**src/rtl/cfg_window_pkg.sv**
```systemverilog
// Package: shared encodings for the indirect configuration access port.
// Assumes a 32-bit register bank with four byte lanes.
package cfg_window_pkg;
    typedef enum logic [1:0] {
        SZ_BYTE = 2'd0,
        SZ_HALF = 2'd1,
        SZ_WORD = 2'd2,
        SZ_RSVD = 2'd3
    } acc_size_e;

    localparam int WORD_W     = 32;
    localparam int LANES      = WORD_W / 8;
    localparam int ENABLE_BIT = 31;
endpackage

```
**src/rtl/cfg_ptr_reg.sv**
```systemverilog
// Module: pointer register holding the latched configuration address word.
// Assumes the caller has already checked alignment before raising load.
module cfg_ptr_reg #(
    parameter int WORD_W = 32
) (
    input  logic              clk,
    input  logic              rst_n,
    input  logic              load,
    input  logic [WORD_W-1:0] load_val,
    output logic [WORD_W-1:0] ptr_q
);
    // Store the pointer word on an accepted pointer-window write.
    always_ff @(posedge clk) begin
        if (!rst_n)
            ptr_q <= '0;
        else if (load)
            ptr_q <= load_val;
    end
endmodule

```
**src/rtl/cfg_lane_steer.sv**
```systemverilog
// Module: combinational lane steering for data-window accesses.
// Checks alignment, builds the byte-enable mask and the shifted write data,
// and extracts right-justified, zero-extended read data from a register word.
// Assumes lane k maps to bits [8k+7:8k] of the register.
module cfg_lane_steer
    import cfg_window_pkg::*;
#(
    parameter int LANES = 4,
    localparam int WORD_W = LANES * 8,
    localparam int OFF_W  = $clog2(LANES)
) (
    input  logic [OFF_W-1:0]  off,
    input  logic [1:0]        size,
    input  logic [WORD_W-1:0] wdata,
    input  logic [WORD_W-1:0] reg_word,
    output logic              aligned,
    output logic [LANES-1:0]  byte_en,
    output logic [WORD_W-1:0] wdata_sh,
    output logic [WORD_W-1:0] rdata_ext
);
    acc_size_e sz;
    logic [LANES-1:0]  base_mask;
    logic [WORD_W-1:0] rd_sh;
    logic [WORD_W-1:0] bit_mask;

    assign sz = acc_size_e'(size);

    // Decide alignment and the unshifted lane mask from the access size.
    always_comb begin
        unique case (sz)
            SZ_BYTE: begin aligned = 1'b1;          base_mask = LANES'(4'b0001); end
            SZ_HALF: begin aligned = (off[0] == 1'b0); base_mask = LANES'(4'b0011); end
            SZ_WORD: begin aligned = (off == '0);    base_mask = '1;              end
            default: begin aligned = 1'b0;          base_mask = '0;              end
        endcase
    end

    assign byte_en  = base_mask << off;
    assign wdata_sh = wdata << {off, 3'b000};
    assign rd_sh    = reg_word >> {off, 3'b000};

    // Expand the lane mask to bits so the read result is zero-extended.
    generate
        for (genvar g = 0; g < LANES; g++) begin : g_mask
            assign bit_mask[g*8 +: 8] = {8{base_mask[g]}};
        end
    endgenerate

    assign rdata_ext = rd_sh & bit_mask;
endmodule

```
**src/rtl/cfg_reg_bank.sv**
```systemverilog
// Module: bank of configuration registers with per-byte write enables.
// Each byte lane is stored separately. Reads are combinational by index.
// Assumes at most one write per cycle.
module cfg_reg_bank #(
    parameter int NUM_REGS = 64,
    parameter int LANES    = 4,
    localparam int IDX_W   = $clog2(NUM_REGS),
    localparam int WORD_W  = LANES * 8
) (
    input  logic              clk,
    input  logic              rst_n,
    input  logic              wr_en,
    input  logic [IDX_W-1:0]  idx,
    input  logic [LANES-1:0]  byte_en,
    input  logic [WORD_W-1:0] wdata,
    output logic [WORD_W-1:0] rd_word
);
    generate
        for (genvar l = 0; l < LANES; l++) begin : g_lane
            logic [7:0] lane_mem [NUM_REGS];

            // Clear the lane on reset; otherwise update the selected byte.
            always_ff @(posedge clk) begin
                if (!rst_n) begin
                    for (int i = 0; i < NUM_REGS; i++)
                        lane_mem[i] <= '0;
                end else if (wr_en && byte_en[l]) begin
                    lane_mem[idx] <= wdata[l*8 +: 8];
                end
            end

            assign rd_word[l*8 +: 8] = lane_mem[idx];
        end
    endgenerate
endmodule

```
**src/rtl/cfg_window_port.sv**
```systemverilog
// Module: top of the indirect configuration access port.
// Offsets 0..3 form the pointer window and offsets 4..7 the data window.
// Assumes single-cycle requests and registers read data and the error flag.
module cfg_window_port
    import cfg_window_pkg::*;
#(
    parameter int NUM_REGS = 64
) (
    input  logic        clk,
    input  logic        rst_n,
    input  logic        bus_sel,
    input  logic        bus_we,
    input  logic [2:0]  bus_addr,
    input  logic [1:0]  bus_size,
    input  logic [31:0] bus_wdata,
    output logic [31:0] bus_rdata,
    output logic        bus_err
);
    localparam int IDX_W = $clog2(NUM_REGS);

    logic        is_data;
    logic        ptr_ok;
    logic        lane_ok;
    logic        acc_ok;
    logic        enabled;
    logic        ptr_load;
    logic        bank_wr;
    logic [31:0] ptr_q;
    logic [3:0]  byte_en;
    logic [31:0] wdata_sh;
    logic [31:0] rd_word;
    logic [31:0] rd_ext;
    logic [31:0] rdata_d;

    assign is_data  = bus_addr[2];
    assign ptr_ok   = (acc_size_e'(bus_size) == SZ_WORD) && (bus_addr[1:0] == 2'b00);
    assign acc_ok   = is_data ? lane_ok : ptr_ok;
    assign enabled  = ptr_q[ENABLE_BIT];
    assign ptr_load = bus_sel && bus_we && !is_data && ptr_ok;
    assign bank_wr  = bus_sel && bus_we && is_data && lane_ok && enabled;

    cfg_ptr_reg #(.WORD_W(32)) u_ptr (
        .clk      (clk),
        .rst_n    (rst_n),
        .load     (ptr_load),
        .load_val (bus_wdata),
        .ptr_q    (ptr_q)
    );

    cfg_lane_steer #(.LANES(LANES)) u_steer (
        .off       (bus_addr[1:0]),
        .size      (bus_size),
        .wdata     (bus_wdata),
        .reg_word  (rd_word),
        .aligned   (lane_ok),
        .byte_en   (byte_en),
        .wdata_sh  (wdata_sh),
        .rdata_ext (rd_ext)
    );

    cfg_reg_bank #(.NUM_REGS(NUM_REGS), .LANES(LANES)) u_bank (
        .clk     (clk),
        .rst_n   (rst_n),
        .wr_en   (bank_wr),
        .idx     (ptr_q[IDX_W+1:2]),
        .byte_en (byte_en),
        .wdata   (wdata_sh),
        .rd_word (rd_word)
    );

    // Choose the read result: rejected, pointer readback, disabled or register data.
    always_comb begin
        if (!acc_ok)
            rdata_d = '0;
        else if (!is_data)
            rdata_d = ptr_q;
        else if (!enabled)
            rdata_d = '1;
        else
            rdata_d = rd_ext;
    end

    // Register the read data on reads and the error flag on every cycle.
    always_ff @(posedge clk) begin
        if (!rst_n) begin
            bus_rdata <= '0;
            bus_err   <= 1'b0;
        end else begin
            if (bus_sel && !bus_we)
                bus_rdata <= rdata_d;
            bus_err <= bus_sel && !acc_ok;
        end
    end
endmodule

```
**config.mk**
```make
export PLATFORM = sky130hd
export DESIGN_NAME = cfg_window_port
export DESIGN_NICKNAME = d
export VERILOG_FILES = /design/src/rtl/cfg_window_pkg.sv /design/src/rtl/cfg_ptr_reg.sv /design/src/rtl/cfg_lane_steer.sv /design/src/rtl/cfg_reg_bank.sv /design/src/rtl/cfg_window_port.sv
export SDC_FILE = /design/constraint.sdc
export NUM_CORES = 2
export LEC_CHECK = 0
export BUFFER_PORTS_ARGS = -buffer_cell sky130_fd_sc_hd__buf_2
export CAP_MARGIN = 0
export CORE_MARGIN = 2
export CORE_UTILIZATION = 60
export DETAILED_ROUTE_END_ITERATION = 12
export PLACE_DENSITY = 0.76
export SLEW_MARGIN = 20
export SYNTH_ARGS = -nofsm -noshare
export SYNTH_HDL_FRONTEND = slang
export SYNTH_HIERARCHICAL = 1
export SYNTH_SLANG_ARGS = --single-unit
```
**constraint.sdc**
```tcl
create_clock -name clk -period 3.45 [get_ports clk]
set_input_delay 0.1725 -clock clk [delete_from_list [all_inputs] [get_ports clk]]
set_output_delay 0.1725 -clock clk [all_outputs]
set_load 0.02 [all_outputs]
```
==> results by group <==
Global route
  • First-pass GRT wire length: 453000 um
  • Largest net degree at the start of global routing: 136
  • Total global routing track utilization: 0.3784
  • Initial antenna violation count: 12
  • Overflow after GRT: 0
  • Number of global-route vias before repair: 66980

Worst setup path
  • Critical-path cell list: buf_12 -> inv_8 -> buf_12 -> nor2_2 -> a222oi_1 -> buf_4 -> o21ai_1 -> or4_4 -> mux2i_1 -> o21ai_0 -> and2_1 -> o22ai_1 -> o2bb2ai_1
  • CP Launch Point: u_ptr/ptr_q[4]$_SDFFE_PN0P_
  • Critical Path Start Type: register
  • Setup slack, reg-to-reg: -0.07 ns
  • CP Max Fanout: 11
  • CP peak stage delay: 0.71 ns
  • CP max stage cell: nor2_2
  • Arr. time, crit path: 4.33 ns
  • CP endpoint kind: register
  • Reg2reg start: u_ptr/ptr_q[4]$_SDFFE_PN0P_
  • CP most frequent cell: buf_12
  • R2R cell count: 13
  • Crit Reg-Reg Endpoint: bus_rdata[14]$_SDFFE_PN0P_
  • CP Capture Point: bus_rdata[14]$_SDFFE_PN0P_
  • Critical path type: reg -> reg
  • Req. time, crit path: 4.26 ns

Power
  • Pwr dens: 482.1 nW/um2
  • Leak: 41.22 nW
  • Max IR drop VDD: 0.5989 mV
  • Overall power: 54.87 mW

Synthesis
  • Syn_area_per_cell: 12.76 um2
  • EDFF count, synth: 2048
  • Synth area leaders: edfxtp_1, and2_1, a221oi_1, mux2i_1, nor2_1
  • Part of the Yosys area used for sequential elements: 0.6446
  • Library cells used by synthesis: 70
  • Synth Cell Area: 97430 um2
  • #FFs+latches synth: 2113
  • Mapped Nets: 7682
  • Yosys top cell by area: edfxtp_1
  • FFs w/ async S/R, synth: 0
  • Top_reg_cell synth: edfxtp_1
  • Syn Inst Count: 7637
  • Synth top area share: 0.6312
  • Yosys warnings: 6

Cells and area
  • Final std cells w/o fill: 10450
  • Final #Nets: 8148
  • Share of cells above drive strength 1: 0.1788
  • Area grow syn2layout: 16.80%
  • Final Cell Area: 113800 um2
  • Layout fillers: 10500
  • Final core utilization: 0.7071

Outcome
  • Run status: finished with violations
  • Failing checks: setup timing

CTS
  • TritonCTS clock tree: done
  • Sink Count: 2113
  • H-tree depth: 4
  • Clock Latency Late Sink: 0.89 ns
  • Clock slew at reported path FFs: 0.06 ns
  • CTS root buffer: clkbuf_16
  • Clk buf depth: 3
  • CTS Buf Count: 208

Route
  • Antenna viol nets, final: 0
  • Routed wire length: 316700 um
  • DRC viols: 0
  • Detailed Routing Iterations Pass 1: 8
  • Iteration-0 DRC Markers: 11230
  • Vias: 70230
  • Routed len/inst: 30.32 um
  • Routed vias/inst: 6.723

Floorplan
  • Initial Utilization: 0.6054
  • Die width: 407.0 um
  • Die Ht: 407.0 um
  • Core Rows: 147
  • Die area: 165600 um2
  • Core area: 160900 um2
  • I/O pin count: 74

Timing
  • Finish-stage setup viols: 5
  • Worst-Margin Slew: 0.9528 ns
  • Post-layout worst setup margin: -0.06666 ns
  • RSZ-0062 raised after global routing: yes
  • Peak Freq: 0.2844 GHz
  • Final hold vios: 0
  • Final Critical Period: 3.517 ns
  • Fin. max-slew vios: 0
  • Tcrit/Tclk final: 1.019
  • Worst Clk Skew: 0.03754 ns
  • Worst relative slew slack: 0.3648

Flow run
  • Max-Cap Viols: 0

Worst hold path
  • Hold WC Path Type: in -> reg

Place
  • Dpl cell area: 105300 um2
  • Half-perimeter wire length after detailed placement: 211900 um
  • Dpl cells: 9977
  • Placer congestion estimate: 0.9809
  • PortBufs: 73
[sequential cells by signal, summed over array words and instances (netlist names)]
name and flops:
bus_err 1, u_ptr/ptr_q 32, u_bank/g_lane.lane_mem 2048, bus_rdata 32
[cell families (layout without fill, tap and decap cells)]
group / Yosys count / count (layout) / synth area share
AND/OR/NAND/NOR: 2910 / 2911 / 0.1700
flip-flops: 2113 / 2113 / 0.6446
AO/OA/AOI/OAI: 1602 / 1602 / 0.1187
buffers and inverters: 697 / 1344 / 0.03130
multiplexers: 311 / 311 / 0.03490
adder cells (fa/ha/maj): 4 / 4 / 0.0005137
other: 0 / 2 / 0
[final cells by class]
class | count | area, um2 | area share
tap | 2160 | 2703 | 0.02375
inverter | 8 | 40.04 | 0.0003518
clock buffer | 264 | 5529 | 0.04859
multi-input combinational | 4828 | 32680 | 0.2871
antenna | 2 | 5.005 | 0.00004398
timing repair buffer | 944 | 8690 | 0.07636
sequential | 2113 | 62810 | 0.5520
clock inverter | 128 | 1345 | 0.01182
[cell usage after synthesis (14+ instances only)]
library cell,count
and2_1,2076
a31oi_1,21
clkbuf_1,440
or4_1,15
nand3_1,22
dfxtp_1,65
buf_1,97
nand2_1,175
nor2b_1,45
buf_4,18
nor2_1,507
a32oi_1,14
o22ai_1,160
edfxtp_1,2048
or3_1,17
a21oi_1,73
a221oi_1,448
o21ai_0,380
o21ai_1,39
a222oi_1,33
mux2_2,51
a211oi_1,37
buf_6,18
a22o_1,33
mux2i_1,231
o2bb2ai_1,22
o221ai_1,17
a22oi_1,244
buf_2,109
a221o_1,21
[worst max-delay path: cells and delay by family, from the launching register on]
| kind | cells | cell delay, ns |
|---|---|---|
| AO/OA/AOI/OAI | 5 | 1.12 |
| AND/OR/NAND/NOR | 3 | 1.10 |
| buffers and inverters | 4 | 0.64 |
| flip-flops | 1 | 0.50 |
| multiplexers | 1 | 0.07 |
[worst min path at each step]
stage                               start  slack (ns)                          to  cells after the start
3_3_place_gp   bus_rdata[24]$_SDFFE_PN0P_        0.44  bus_rdata[24]$_SDFFE_PN0P_                      1
2_1_floorplan                 bus_size[1]        0.28          bus_err$_SDFF_PN0_                      1
3_5_place_dp   bus_rdata[28]$_SDFFE_PN0P_        0.44  bus_rdata[28]$_SDFFE_PN0P_                      1
4_1_cts                           bus_sel       0.008   bus_rdata[3]$_SDFFE_PN0P_                      4
5_1_grt                           bus_sel        0.04  bus_rdata[11]$_SDFFE_PN0P_                      4
6_report                          bus_sel        0.06  bus_rdata[30]$_SDFFE_PN0P_                      4
[timing repair]
| item | in CTS | in global routing |
|---|---|---|
| pin swaps | 10 | 18 |
| resized for setup | 63 | 110 |
| setup buffers | 11 | 8 |
| cloned | 4 | 2 |
| hold buffers | 49 | 0 |
| endpoints found under the setup margin | 25 | 26 |
| hold endpoints to repair | 186 | 0 |
[report_power, final]
part	leakage [nW]	internal (mW)	switching [mW]	total, mW
clock network	3.35	13.0	9.94	23.0
registers	21.7	28.9	0.317	29.2
logic	16.2	0.831	1.88	2.71
total	41.2	42.7	12.1	54.9
[cells in the final DEF, fill, tap and decap left out, types with 39 or more instances in the layout]
cell           count
dlygate4sd3_1     49
mux2i_1          223
clkbuf_1          48
clkinv_1          45
nand2_1          159
buf_2             70
buf_4            690
a22oi_1          240
a21oi_1           63
mux2_2            51
buf_12           107
clkinv_2          40
o21ai_0          356
a221oi_2          40
edfxtp_1        2048
nor2_1           490
clkbuf_16        213
dfxtp_1           61
nor2b_1           39
o22ai_1          153
o21ai_1           46
a221oi_1         409
and2_1          2066
[routing by layer]
layer | GRT usage | vias to the layer above | wire (um)
met3 | 0.09787 | 1102 | 45100
li1 | - | 29360 | -
met5 | 0 | - | 99
met1 | 0.4990 | 34180 | 109600
met4 | 0.2264 | 12 | 23480
met2 | 0.5674 | 5584 | 138500
[per-stage QoR]
step,setup WS [ns],hold WS (ns),setup TNS (ns)
2_1_floorplan,0.5267,0.2764,0
3_3_place_gp,-0.3252,0.4431,-2.907
3_5_place_dp,-0.3298,0.4429,-3.722
4_1_cts,-0.0002482,0.007786,-0.0004134
5_1_grt,-0.06142,0.03705,-0.2412
6_report,-0.06666,0.05892,-0.1458
Note: power is estimated with default switching activity, not from simulation.
